===== config.mk =====
export PLATFORM = sky130hd
export DESIGN_NAME = audio_serial_port
export DESIGN_NICKNAME = d
export VERILOG_FILES = /design/src/rtl/asp_pkg.sv /design/src/rtl/asp_frame_ctrl.sv /design/src/rtl/asp_sample_path.sv /design/src/rtl/audio_serial_port.sv
export SDC_FILE = /design/constraint.sdc
export NUM_CORES = 1
export LEC_CHECK = 0
export ABC_AREA = 1
export BUFFER_PORTS_ARGS = -buffer_cell sky130_fd_sc_hd__buf_4
export CELL_PAD_IN_SITES_DETAIL_PLACEMENT = 1
export CELL_PAD_IN_SITES_GLOBAL_PLACEMENT = 1
export CORE_ASPECT_RATIO = 2
export CORE_MARGIN = 2
export CORE_UTILIZATION = 47
export CTS_CLUSTER_DIAMETER = 150
export CTS_CLUSTER_SIZE = 14
export DETAILED_ROUTE_END_ITERATION = 16
export PLACE_DENSITY_LB_ADDON = 0.1
export RECOVER_POWER = 25
export SETUP_SLACK_MARGIN = 0.05
export SLEW_MARGIN = 10
export SYNTH_ARGS = -nofsm -noshare
export SYNTH_HDL_FRONTEND = slang
export SYNTH_HIERARCHICAL = 1
export SYNTH_SLANG_ARGS = --single-unit

===== constraint.sdc =====
create_clock -name clk -period 7.3 [get_ports clk]
set_clock_uncertainty 0.1 [all_clocks]
set_input_delay 0.73 -clock clk [delete_from_list [all_inputs] [get_ports clk]]
set_output_delay 0.73 -clock clk [all_outputs]
set_load 0.005 [all_outputs]

===== src/rtl/asp_pkg.sv =====
package asp_pkg;
  // Largest half frame in shift clocks; sets the position counter width
  localparam int FULL_HALF = 32;
  localparam int POS_W = $clog2(FULL_HALF);
  localparam int LEN_W = POS_W + 1;

  typedef enum logic [1:0] {
    JUST_LEFT  = 2'd0,
    JUST_RIGHT = 2'd1,
    JUST_I2S   = 2'd2,
    JUST_RSVD  = 2'd3
  } justE;

  // Strobes from the frame controller to the sample datapath
  typedef struct packed {
    logic             rxCapture;
    logic             rxStoreLeft;
    logic             rxStoreRight;
    logic             rxHalfStart;
    logic             txLoad;
    logic             txFall;
    logic             txInWord;
    logic             txLeftChan;
    logic [LEN_W-1:0] txBitIdx;
  } portStrobesT;
endpackage


===== src/rtl/asp_frame_ctrl.sv =====
module asp_frame_ctrl
  import asp_pkg::*;
#(
  parameter int SYNC_STAGES = 2
) (
  input  logic             clk,
  input  logic             rstN,
  input  logic             cfgFrame64,
  input  logic [1:0]       cfgWordLen,
  input  logic [1:0]       cfgJustify,
  input  logic             sclkIn,
  input  logic             lrclkIn,
  input  logic             sdIn,
  output logic             sdSync,
  output logic [LEN_W-1:0] wordLen,
  output portStrobesT      stb
);
  logic [SYNC_STAGES:0]   sclkPipe;
  logic [SYNC_STAGES-1:0] lrPipe;
  logic [SYNC_STAGES-1:0] sdPipe;

  always_ff @(posedge clk or negedge rstN) begin
    if (!rstN) begin
      sclkPipe <= '0;
      lrPipe   <= '0;
      sdPipe   <= '0;
    end else begin
      sclkPipe <= {sclkPipe[SYNC_STAGES-1:0], sclkIn};
      lrPipe   <= {lrPipe[SYNC_STAGES-2:0], lrclkIn};
      sdPipe   <= {sdPipe[SYNC_STAGES-2:0], sdIn};
    end
  end

  logic sclkRise, sclkFall, lrNow;
  assign sclkRise = sclkPipe[SYNC_STAGES-1] & ~sclkPipe[SYNC_STAGES];
  assign sclkFall = ~sclkPipe[SYNC_STAGES-1] & sclkPipe[SYNC_STAGES];
  assign lrNow    = lrPipe[SYNC_STAGES-1];
  assign sdSync   = sdPipe[SYNC_STAGES-1];

  // Format decode
  justE just;
  logic isI2s, isRight, leftLevel;
  logic [LEN_W-1:0] halfLen, msbPos;
  assign just      = justE'(cfgJustify);
  assign isI2s     = (just == JUST_I2S);
  assign isRight   = (just == JUST_RIGHT);
  assign leftLevel = ~isI2s;
  assign halfLen   = cfgFrame64 ? LEN_W'(FULL_HALF) : LEN_W'(FULL_HALF / 2);

  always_comb begin
    case (cfgWordLen)
      2'd0:    wordLen = LEN_W'(16);
      2'd1:    wordLen = LEN_W'(18);
      2'd2:    wordLen = LEN_W'(20);
      default: wordLen = LEN_W'(24);
    endcase
  end

  assign msbPos = isI2s ? LEN_W'(1) : (isRight ? halfLen - wordLen : '0);

  // Position tracking
  logic [POS_W-1:0] pos;
  logic             lrLast, chanLeftQ, locked;
  logic             lrEdge, atHalfEnd, lockNext, curLeft;
  logic [LEN_W-1:0] curPos, rxOffset, txPos, txOffset;

  assign lrEdge    = lrNow ^ lrLast;
  assign atHalfEnd = ({1'b0, pos} >= halfLen - LEN_W'(1));
  assign lockNext  = lrEdge | (locked & ~atHalfEnd);
  assign curPos    = lrEdge ? '0 : {1'b0, pos} + LEN_W'(1);
  assign curLeft   = (lrNow == leftLevel);
  assign rxOffset  = curPos - msbPos;
  assign txPos     = atHalfEnd ? '0 : {1'b0, pos} + LEN_W'(1);
  assign txOffset  = txPos - msbPos;

  always_ff @(posedge clk or negedge rstN) begin
    if (!rstN) begin
      pos       <= '0;
      lrLast    <= 1'b0;
      chanLeftQ <= 1'b0;
      locked    <= 1'b0;
    end else if (sclkRise) begin
      pos       <= curPos[POS_W-1:0];
      lrLast    <= lrNow;
      chanLeftQ <= curLeft;
      locked    <= lockNext;
    end
  end

  logic rxInWord, rxLast;
  assign rxInWord = (curPos >= msbPos) && (rxOffset < wordLen);
  assign rxLast   = (rxOffset == wordLen - LEN_W'(1));

  always_comb begin
    stb              = '0;
    stb.rxCapture    = sclkRise & lockNext & rxInWord;
    stb.rxStoreLeft  = stb.rxCapture & rxLast & curLeft;
    stb.rxStoreRight = stb.rxCapture & rxLast & ~curLeft;
    stb.rxHalfStart  = sclkRise & lrEdge;
    stb.txLoad       = sclkRise & lockNext & ~curLeft & (curPos == halfLen - LEN_W'(1));
    stb.txFall       = sclkFall & locked;
    stb.txInWord     = (txPos >= msbPos) && (txOffset < wordLen);
    stb.txLeftChan   = atHalfEnd ? ~chanLeftQ : chanLeftQ;
    stb.txBitIdx     = wordLen - LEN_W'(1) - txOffset;
  end
endmodule


===== src/rtl/asp_sample_path.sv =====
module asp_sample_path
  import asp_pkg::*;
#(
  parameter int SAMPLE_W = 24
) (
  input  logic                clk,
  input  logic                rstN,
  input  portStrobesT         stb,
  input  logic [LEN_W-1:0]    wordLen,
  input  logic                sdSync,
  input  logic [SAMPLE_W-1:0] txLeft,
  input  logic [SAMPLE_W-1:0] txRight,
  output logic [SAMPLE_W-1:0] rxLeft,
  output logic [SAMPLE_W-1:0] rxRight,
  output logic                rxValid,
  output logic                sdOut
);
  function automatic logic [SAMPLE_W-1:0] signExtend(input logic [SAMPLE_W-1:0] raw,
                                                     input logic [LEN_W-1:0] len);
    logic [SAMPLE_W-1:0] res;
    logic signBit;
    signBit = 1'b0;
    for (int i = 0; i < SAMPLE_W; i++)
      if (int'(len) - 1 == i) signBit = raw[i];
    for (int i = 0; i < SAMPLE_W; i++)
      res[i] = (i < int'(len)) ? raw[i] : signBit;
    return res;
  endfunction

  // Receive side
  logic [SAMPLE_W-2:0] rxShift;
  logic [SAMPLE_W-1:0] rxShiftNext, leftHold;
  assign rxShiftNext = {rxShift, sdSync};

  always_ff @(posedge clk or negedge rstN) begin
    if (!rstN) begin
      rxShift  <= '0;
      leftHold <= '0;
      rxLeft   <= '0;
      rxRight  <= '0;
      rxValid  <= 1'b0;
    end else begin
      rxValid <= 1'b0;
      if (stb.rxCapture) rxShift <= rxShiftNext[SAMPLE_W-2:0];
      if (stb.rxStoreLeft) leftHold <= signExtend(rxShiftNext, wordLen);
      if (stb.rxStoreRight) begin
        rxLeft  <= leftHold;
        rxRight <= signExtend(rxShiftNext, wordLen);
        rxValid <= 1'b1;
      end
    end
  end

  // Transmit side
  logic [SAMPLE_W-1:0] txLeftQ, txRightQ, txWord;
  logic txBit;
  assign txWord = stb.txLeftChan ? txLeftQ : txRightQ;

  always_comb begin
    txBit = 1'b0;
    for (int i = 0; i < SAMPLE_W; i++)
      if (stb.txBitIdx == LEN_W'(i)) txBit = txWord[i];
  end

  always_ff @(posedge clk or negedge rstN) begin
    if (!rstN) begin
      txLeftQ  <= '0;
      txRightQ <= '0;
      sdOut    <= 1'b0;
    end else begin
      if (stb.txLoad) begin
        txLeftQ  <= txLeft;
        txRightQ <= txRight;
      end
      if (stb.txFall) sdOut <= stb.txInWord & txBit;
    end
  end

  // Capture counter kept for the word-length check only
  logic [LEN_W-1:0] capCnt;
  always_ff @(posedge clk or negedge rstN) begin
    if (!rstN) capCnt <= '0;
    else if (stb.rxHalfStart) capCnt <= stb.rxCapture ? LEN_W'(1) : '0;
    else if (stb.rxCapture) capCnt <= capCnt + LEN_W'(1);
  end

  AST_WORD_BITS: assert property (@(posedge clk) disable iff (!rstN)
    (stb.rxStoreLeft || stb.rxStoreRight) |-> capCnt == wordLen - LEN_W'(1));

  AST_VALID_PULSE: assert property (@(posedge clk) disable iff (!rstN)
    rxValid |=> !rxValid);

  AST_RX_HOLD: assert property (@(posedge clk) disable iff (!rstN)
    !rxValid |-> ($stable(rxLeft) && $stable(rxRight)));

  AST_SDOUT_ON_FALL: assert property (@(posedge clk) disable iff (!rstN)
    !$past(stb.txFall) |-> $stable(sdOut));
endmodule


===== src/rtl/audio_serial_port.sv =====
module audio_serial_port
  import asp_pkg::*;
#(
  parameter int SAMPLE_W    = 24,
  parameter int SYNC_STAGES = 2
) (
  input  logic                clk,
  input  logic                rstN,
  input  logic                cfgFrame64,
  input  logic [1:0]          cfgWordLen,
  input  logic [1:0]          cfgJustify,
  input  logic                sclkIn,
  input  logic                lrclkIn,
  input  logic                sdIn,
  input  logic [SAMPLE_W-1:0] txLeft,
  input  logic [SAMPLE_W-1:0] txRight,
  output logic [SAMPLE_W-1:0] rxLeft,
  output logic [SAMPLE_W-1:0] rxRight,
  output logic                rxValid,
  output logic                sdOut
);
  portStrobesT      stb;
  logic [LEN_W-1:0] wordLen;
  logic             sdSync;

  asp_frame_ctrl #(.SYNC_STAGES(SYNC_STAGES)) u_ctrl (
    .clk(clk), .rstN(rstN),
    .cfgFrame64(cfgFrame64), .cfgWordLen(cfgWordLen), .cfgJustify(cfgJustify),
    .sclkIn(sclkIn), .lrclkIn(lrclkIn), .sdIn(sdIn),
    .sdSync(sdSync), .wordLen(wordLen), .stb(stb)
  );

  asp_sample_path #(.SAMPLE_W(SAMPLE_W)) u_path (
    .clk(clk), .rstN(rstN), .stb(stb), .wordLen(wordLen), .sdSync(sdSync),
    .txLeft(txLeft), .txRight(txRight),
    .rxLeft(rxLeft), .rxRight(rxRight), .rxValid(rxValid), .sdOut(sdOut)
  );
endmodule


* After elaboration in Yosys (flattened, before gate mapping)
Index checks and enable logic that the tools add are counted.
Operators by class: add/subtract/negate cells 8, $lt $le $gt $ge 29, eq/ne operators 53, multiplexer cells 81, bitwise logic cells 20, reduce and logical (&&, ||, !) cells 5
Operators by type and width (count):
- 32-bit by 5-bit equality test with 1-bit output, second input constant | 8
- 32-bit by 6-bit equality test with 1-bit output, second input constant | 8
- 32-bit by 4-bit equality test with 1-bit output, second input constant | 4
- 1-bit two-way mux | 74
- 32-bit by 3-bit equality test with 1-bit output, second input constant | 2
- 6-bit by 4-bit equality test with 1-bit output, second input constant | 8
- 6-bit by 5-bit equality test with 1-bit output, second input constant | 8
- 4-bit by 5-bit less-than comparator with 1-bit output, first input constant | 8
- 5-bit less-than comparator, first input constant | 8
- 32-bit by 2-bit equality test with 1-bit output, second input constant | 1
- 32-bit zero test | 1
- 6-bit two-way mux | 5
- 6-bit by 3-bit equality test with 1-bit output, second input constant | 4
- 24-bit two-way mux | 1
- 3-bit by 5-bit less-than comparator with 1-bit output, first input constant | 4
- 6-bit subtractor | 3
- 1-bit bitwise AND | 12
- 6-bit by 2-bit equality test with 1-bit output, second input constant | 2
- 6-bit equality test | 2
- 6-bit greater-or-equal comparator | 2
- 6-bit by 5-bit less-than comparator with 1-bit output | 2
- 4-bit case mux with 3 select lines | 1
- 5-bit by 1-bit subtractor with 6-bit output, second input constant | 2
- 1-bit by 5-bit less-than comparator with 1-bit output, first input constant | 2
- other kinds (15) | 24
Word-level totals: flip-flop bits (word level) 160, input bits 58, word-level logic and storage cells 211

* Longest topological paths before layout
Gate-level depths: netlist (run 1).
depth after elaboration 33, mapped depth 39, gate-level depth less buffers 39

* Modules after synthesis
The synthesis (run 1) kept the hierarchy.
Modules (own cells, without submodules):
- asp_sample_path | instances 1, cells an instance 837, area each 6915.4 µm², sequential area each 3628.5 µm²
- asp_frame_ctrl | instances 1, cells an instance 251, area each 1846.8 µm², sequential area each 375.4 µm²

* Worst setup path before layout (run 1)
Ideal clock, no wire load.
path kind in2reg, start input cfgFrame64, end register u_path.sdOut, data arrival time 4995 ps, setup slack 2140 ps, stages 38, cell sequence inv_1 -> ha_1 -> a21oi_2 -> inv_1 -> nor2_1 -> inv_1 -> fa_1 -> xnor2_1 -> inv_1 -> ha_1 -> a21oi_1 -> nand2_1 -> a21o_1 -> a21oi_1 -> xor3_1 -> nor2_1 -> inv_1 -> nor3_1 -> [2 not listed] -> inv_1 -> nand2_1 -> nand2_1 -> nand2_1 -> nand2_1 -> nand2_1 -> nand2_1 -> nand2_1 -> nand2_1 -> nand2_1 -> nand2_1 -> nand3_1 -> nand2_1 -> nand2_1 -> nand2_1 -> nand2_1 -> nand2_1 -> nand2_1
RTL lines:
- start, declared | line audio_serial_port.sv:9 | input logic cfgFrame64,
- end signal, assigned | line asp_sample_path.sv:75 | if (stb.txFall) sdOut <= stb.txInWord & txBit;
- end, declared | line asp_sample_path.sv:16 | output logic sdOut

==> results of run 1 <==
==> cell type report <==
type	instances	share of cell area (%)
clock buffer	18	4.15
clock inverter	12	2.24
multi-input combinational	736	38.5
sequential	160	38.7
timing repair buffer	114	8.23
inverter	155	5.62
tap	216	2.61
==> metal layers <==
metal  share of wire [%]  track usage (%)  vias up
met4                 3.7             12.3        0
met3                 1.8             2.80       63
li1                    -                -     3640
met2                  58             50.5      139
met1                  36             25.3     3604
met5                   0                0        -
==> power groups by stage <==
stage	Clock [mW]	Combinational [mW]	Sequential, mW
3_3_place_gp	0	0.724	1.05
6_report	1.01	0.752	1.04
3_5_place_dp	0	0.742	1.05
4_1_cts	1.03	0.750	1.04
5_1_grt	1.06	0.846	1.05
2_1_floorplan	0	0.508	1.03
==> per-stage QoR <==
stage	instances	instance area (um2)	hold WS, ns
global route	1411	10400	0.258
detailed placement	1381	9700	0.239
floorplan	1088	8760	0.231
finish	1411	10400	0.253
global placement	1381	9700	0.239
CTS	1411	10400	0.256
==> flip-flops by register name, summed over array words and instances (netlist names), 2 cells and up <==
| register | count |
|---|---|
| u_path/leftHold | 24 |
| u_ctrl/sclkPipe | 3 |
| u_path/txLeftQ | 24 |
| u_ctrl/pos | 5 |
| u_path/txRightQ | 24 |
| u_ctrl/lrPipe | 2 |
| u_ctrl/sdPipe | 2 |
| u_path/rxLeft | 24 |
| u_path/rxShift | 23 |
| u_path/rxRight | 24 |
==> final timing paths <==
check	startpoint	end	slack [ns]	depth (start not counted)
min in group asynchronous	rstN	u_path/rxValid	1.99	1
hold / removal	u_ctrl/sdPipe[0]	u_ctrl/sdPipe[1]	0.25	0
setup reg to reg	u_ctrl/pos[0]	u_path/sdOut	1.62	39
setup / recovery	u_ctrl/pos[0]	u_path/sdOut	1.62	39
hold reg to reg	u_ctrl/sdPipe[0]	u_ctrl/sdPipe[1]	0.25	0
max in group asynchronous	rstN	u_path/txRightQ[16]	2.30	2
==> cell usage in the layout (no fill, tap or decap), drive strengths merged, types with 22 or more instances in the layout <==
| cell type | n |
|---|---|
| clkbuf | 22 |
| buf | 110 |
| nand3 | 34 |
| ha | 30 |
| dfrtp | 160 |
| inv | 155 |
| o21ai | 100 |
| mux2 | 24 |
| nor2 | 68 |
| nand2 | 363 |
| a21oi | 24 |
==> flow_summary.ini, run 1 <==
[clock_network]
clkTransAtPathRegs_ns = 0.06
tritoncts = built
clk_latency_ns = 0.43
clock_path_buffers = 2
postCtsHoldBufs = 0
htreeDepth = 4
post_cts_buffers = 0
cts.sinks = 160
cts_made_buffers = 17
clockRootBuffer = clkbuf_16
ctsResizeCount = 0

[drt]
drc = 0
wirelength_mm = 24.3
wire_per_inst_um = 17.2
vias_per_cell = 5.28
postRouteAntennaNets = 0
drt-pass1-iter-count = 4
via_count = 7446
drt_iter0_drc = 125

[yosys]
synthCells = 1087
syn_area_mm2 = 0.00876
syn_avg_cell_area_um2 = 8.06
ys.warnings.count = 6

[sta]
hold_violations = 0
fin_ws_ns = 1.62
fmax_mhz = 176
post-route-period-util_pct = 77.8
relSlewSlack_pct = -232
fin_crit_ns = 5.68
tns_ns = 0
rsz0062_at_grt = no
worst_slew_pin_slew_ns = 4.97
setup_viol = 0
slew_viol_final = 95

[cells_and_area]
multi_input_area_mm2 = 0.00398
nets = 1274
nFillCells = 2289
regArea_mm2 = 0.00400
syn2layout_area_growth_pct = 18.2
final_layout_size_suffix_gt1_share_pct = 18.1
fin_util_pct = 56.6
antenna_cells = 0

[hold_path]
hp-class = register to register

[worst_setup_path]
crit_path_start_kind = register
worstSetupEndpointType = register
cp_top_family = simple AND/OR/NAND/NOR gates
cp.buffers_inverters = 7
worstPathMaxFanout = 7
critPathMaxStageDelay_ns = 0.47
cpMostUsedCell = nand2_1
critPathArrivalTime_ns = 5.95
crit_required_ns = 7.57
critPathKind = register to register
cp_slowest_cell = fa_1

[global_route]
antenna_found_initial = 0
grt_overflow = 0
grt_pass1_wl_mm = 39.3
grt_pass1_vias = 8013
grt_max_degree = 95
grt.total_usage_pct = 25.5

[power_and_ir_drop]
p_int_mw = 1.87
p_comb_share_pct = 26.9
peakVddDrop_mv = 0.158
p_leak_nw = 5.56
power_frac_seq_pct = 37.0
clkPwrFrac_pct = 36.1
netSwitchingFraction_pct = 33.4
finalPower_mw = 2.80
power_density_mw_per_mm2 = 270
switchingPower_mw = 0.934

[place]
io_buffer_count = 107
place.gp.congestion = 0.989
dp.final_hpwl_mm = 18.7
post-place-ws_ns = 1.27

[floorplan]
die-area_mm2 = 0.0198
die_h_um = 197
fp.dieW_um = 101
core_mm2 = 0.0183
fp-row-count = 70
start_util_pct = 47.8
io_pins = 108

[run_status]
violations = max-capacitance violations, max-slew violations
outcome = complete, but fails checks

[job]
cap_violations = 1
No activity file was read; power rests on OpenSTA's default activity.
==> run 2: changes to the inputs <==
--- a/config.mk
+++ b/config.mk
@@ -11,7 +11,7 @@
 export CELL_PAD_IN_SITES_GLOBAL_PLACEMENT = 1
 export CORE_ASPECT_RATIO = 2
 export CORE_MARGIN = 2
-export CORE_UTILIZATION = 47
+export CORE_UTILIZATION = 39
 export CTS_CLUSTER_DIAMETER = 150
 export CTS_CLUSTER_SIZE = 14
 export DETAILED_ROUTE_END_ITERATION = 16
==> constraint.sdc (replaced) <==
create_clock -name clk -period 5.05 [get_ports clk]
set_clock_uncertainty 0.1 [all_clocks]
set_input_delay 0.505 -clock clk [delete_from_list [all_inputs] [get_ports clk]]
set_output_delay 0.505 -clock clk [all_outputs]
set_load 0.005 [all_outputs]
==> flow_summary.ini, run 2 (synthesis gave the netlist of run 1 again) <==
[cells_and_area]
finalNonFillerCells = 1502
final_common_cell = nand2_1
fin_area_mm2 = 0.0107
nets = 1304
syn2layout_area_growth_pct = 22.6
fin_util_pct = 48.7
final_layout_size_suffix_gt1_share_pct = 22.2
antenna_cells = 0
multi_input_area_mm2 = 0.00415
nFillCells = 2744
final_cell_mix = nand2_1, dfrtp_1, inv_1
regArea_mm2 = 0.00400

[worst_setup_path]
worstSetupEndpointType = register
critPathKind = register to register
reg2regPathDepth = 40
crit_path_start_kind = register
cpMostUsedCell = nand2_1
critPathArrivalTime_ns = 5.05
reg2reg_from = u_ctrl/pos[0]
reg2reg_slack_ns = 0.30
worstPathMaxFanout = 5
cp_slowest_cell = fa_2
cp.buffers_inverters = 4
crit_required_ns = 5.34
critPathMaxStageDelay_ns = 0.43
r2r_end = u_path/sdOut
cp_top_family = simple AND/OR/NAND/NOR gates

[clock_network]
tritoncts = built
postCtsHoldBufs = 0
cts_made_buffers = 17
clkTransAtPathRegs_ns = 0.06
clk_latency_ns = 0.45
cts.sinks = 160
clock_path_buffers = 2
clockRootBuffer = clkbuf_16
htreeDepth = 4

[floorplan]
io_pins = 108
start_util_pct = 39.7
die_h_um = 216
fp-row-count = 77
die-area_mm2 = 0.0237
fp.dieW_um = 110
core_mm2 = 0.0221

[place]
place_area_mm2 = 0.00998
io_buffer_count = 107
dp.final_hpwl_mm = 19.1
place.gp.congestion = 0.898
placed_cells = 1467

[drt]
vias_per_cell = 4.98
postRouteAntennaNets = 0
via_count = 7487
wirelength_mm = 24.6
drc = 0
drt_iter0_drc = 248
wire_per_inst_um = 16.4
drt-pass1-iter-count = 4

[job]
cap_violations = 1

[sta]
relSlewSlack_pct = -155
tns_ns = 0
setup_viol = 0
holdWs_ns = 0.0827
fmax_mhz = 210
worst_slew_pin_slew_ns = 3.82
hold_violations = 0
rsz0062_at_grt = yes
fin_crit_ns = 4.75
slew_viol_final = 85
post-route-period-util_pct = 94.1

[global_route]
antenna_found_initial = 0
grt.total_usage_pct = 22.4
grt_pass1_vias = 8242
grt_max_degree = 85
grt_overflow = 0
grt_pass1_wl_mm = 40.6

[hold_path]
hold_start = lrclkIn
hold_depth = 1
hp-class = primary input to register
min_to = u_ctrl/lrPipe[0]

[power_and_ir_drop]
power_density_mw_per_mm2 = 378
p_leak_nw = 5.68
peakVddDrop_mv = 0.277

[run_status]
violations = max-capacitance violations, max-slew violations
outcome = complete, but fails checks
-- run 2: cell types whose count changed in the layout (fill, tap and decap cells not counted), sizes merged --
cell	delta
buf	+29
clkbuf	+4
dlygate4sd2	+1
inv	-1
bufinv	-4
clkinvlp	+2
-- run 2: where the power goes --
group | leakage, nW | internal, mW | switching (mW)
clock network | 0.271 | 0.737 | 0.534
logic | 3.37 | 0.512 | 0.782
registers | 2.04 | 1.40 | 0.0917
-- run 2: what timing repair did --
action	in CTS	in global routing
cloned	0	0
pin swaps	3	23
setup endpoints to repair	1	1
gates resized for setup	4	36
setup buffers	1	3
-- run 2: through the flow --
step                worst slack (ns)  power [mW]
floorplan                      0.115        2.22
global placement             -0.0272        2.67
detailed placement            -0.268        2.70
CTS                           0.0643        4.02
global route                 -0.0536        4.34
finish                         0.298        4.06
-- run 2: worst max-delay path by stage --
stage          cells past startpoint          start           end  slack [ns]
3_3_place_gp                      40     cfgFrame64  u_path/sdOut       -0.03
5_1_grt                           40  u_ctrl/pos[0]  u_path/sdOut       -0.05
3_5_place_dp                      41     cfgFrame64  u_path/sdOut       -0.27
6_report                          40  u_ctrl/pos[0]  u_path/sdOut        0.30
4_1_cts                           40  u_ctrl/pos[0]  u_path/sdOut        0.06
2_1_floorplan                     38     cfgFrame64  u_path/sdOut        0.12
-- run 2: worst register-to-register path, delay by kind of cell, from the launching register on --
kind / cells / cell delay [ns]
fa+ha+maj: 4 / 1.03
xor+xnor: 2 / 0.45
simple gates: 25 / 1.63
buf+inv: 4 / 0.36
flops: 1 / 0.40
compound gates: 5 / 0.71
-- run 2: layer usage --
layer | global-route usage (%) | up-vias | routed length (um)
met5 | 0 | - | 0
met4 | 9.54 | 0 | 729
met3 | 3.84 | 41 | 516
met2 | 43.6 | 113 | 14400
met1 | 22.0 | 3648 | 8970
li1 | - | 3685 | -
-- run 2: layout make-up --
type | count | share of cell area (%)
flip-flops and latches | 160 | 37.3
clock inverters | 9 | 1.00
inverters | 155 | 5.44
multi-input cells | 736 | 38.6
well taps | 276 | 3.22
clock buffers | 22 | 4.23
repair buffers | 144 | 10.2
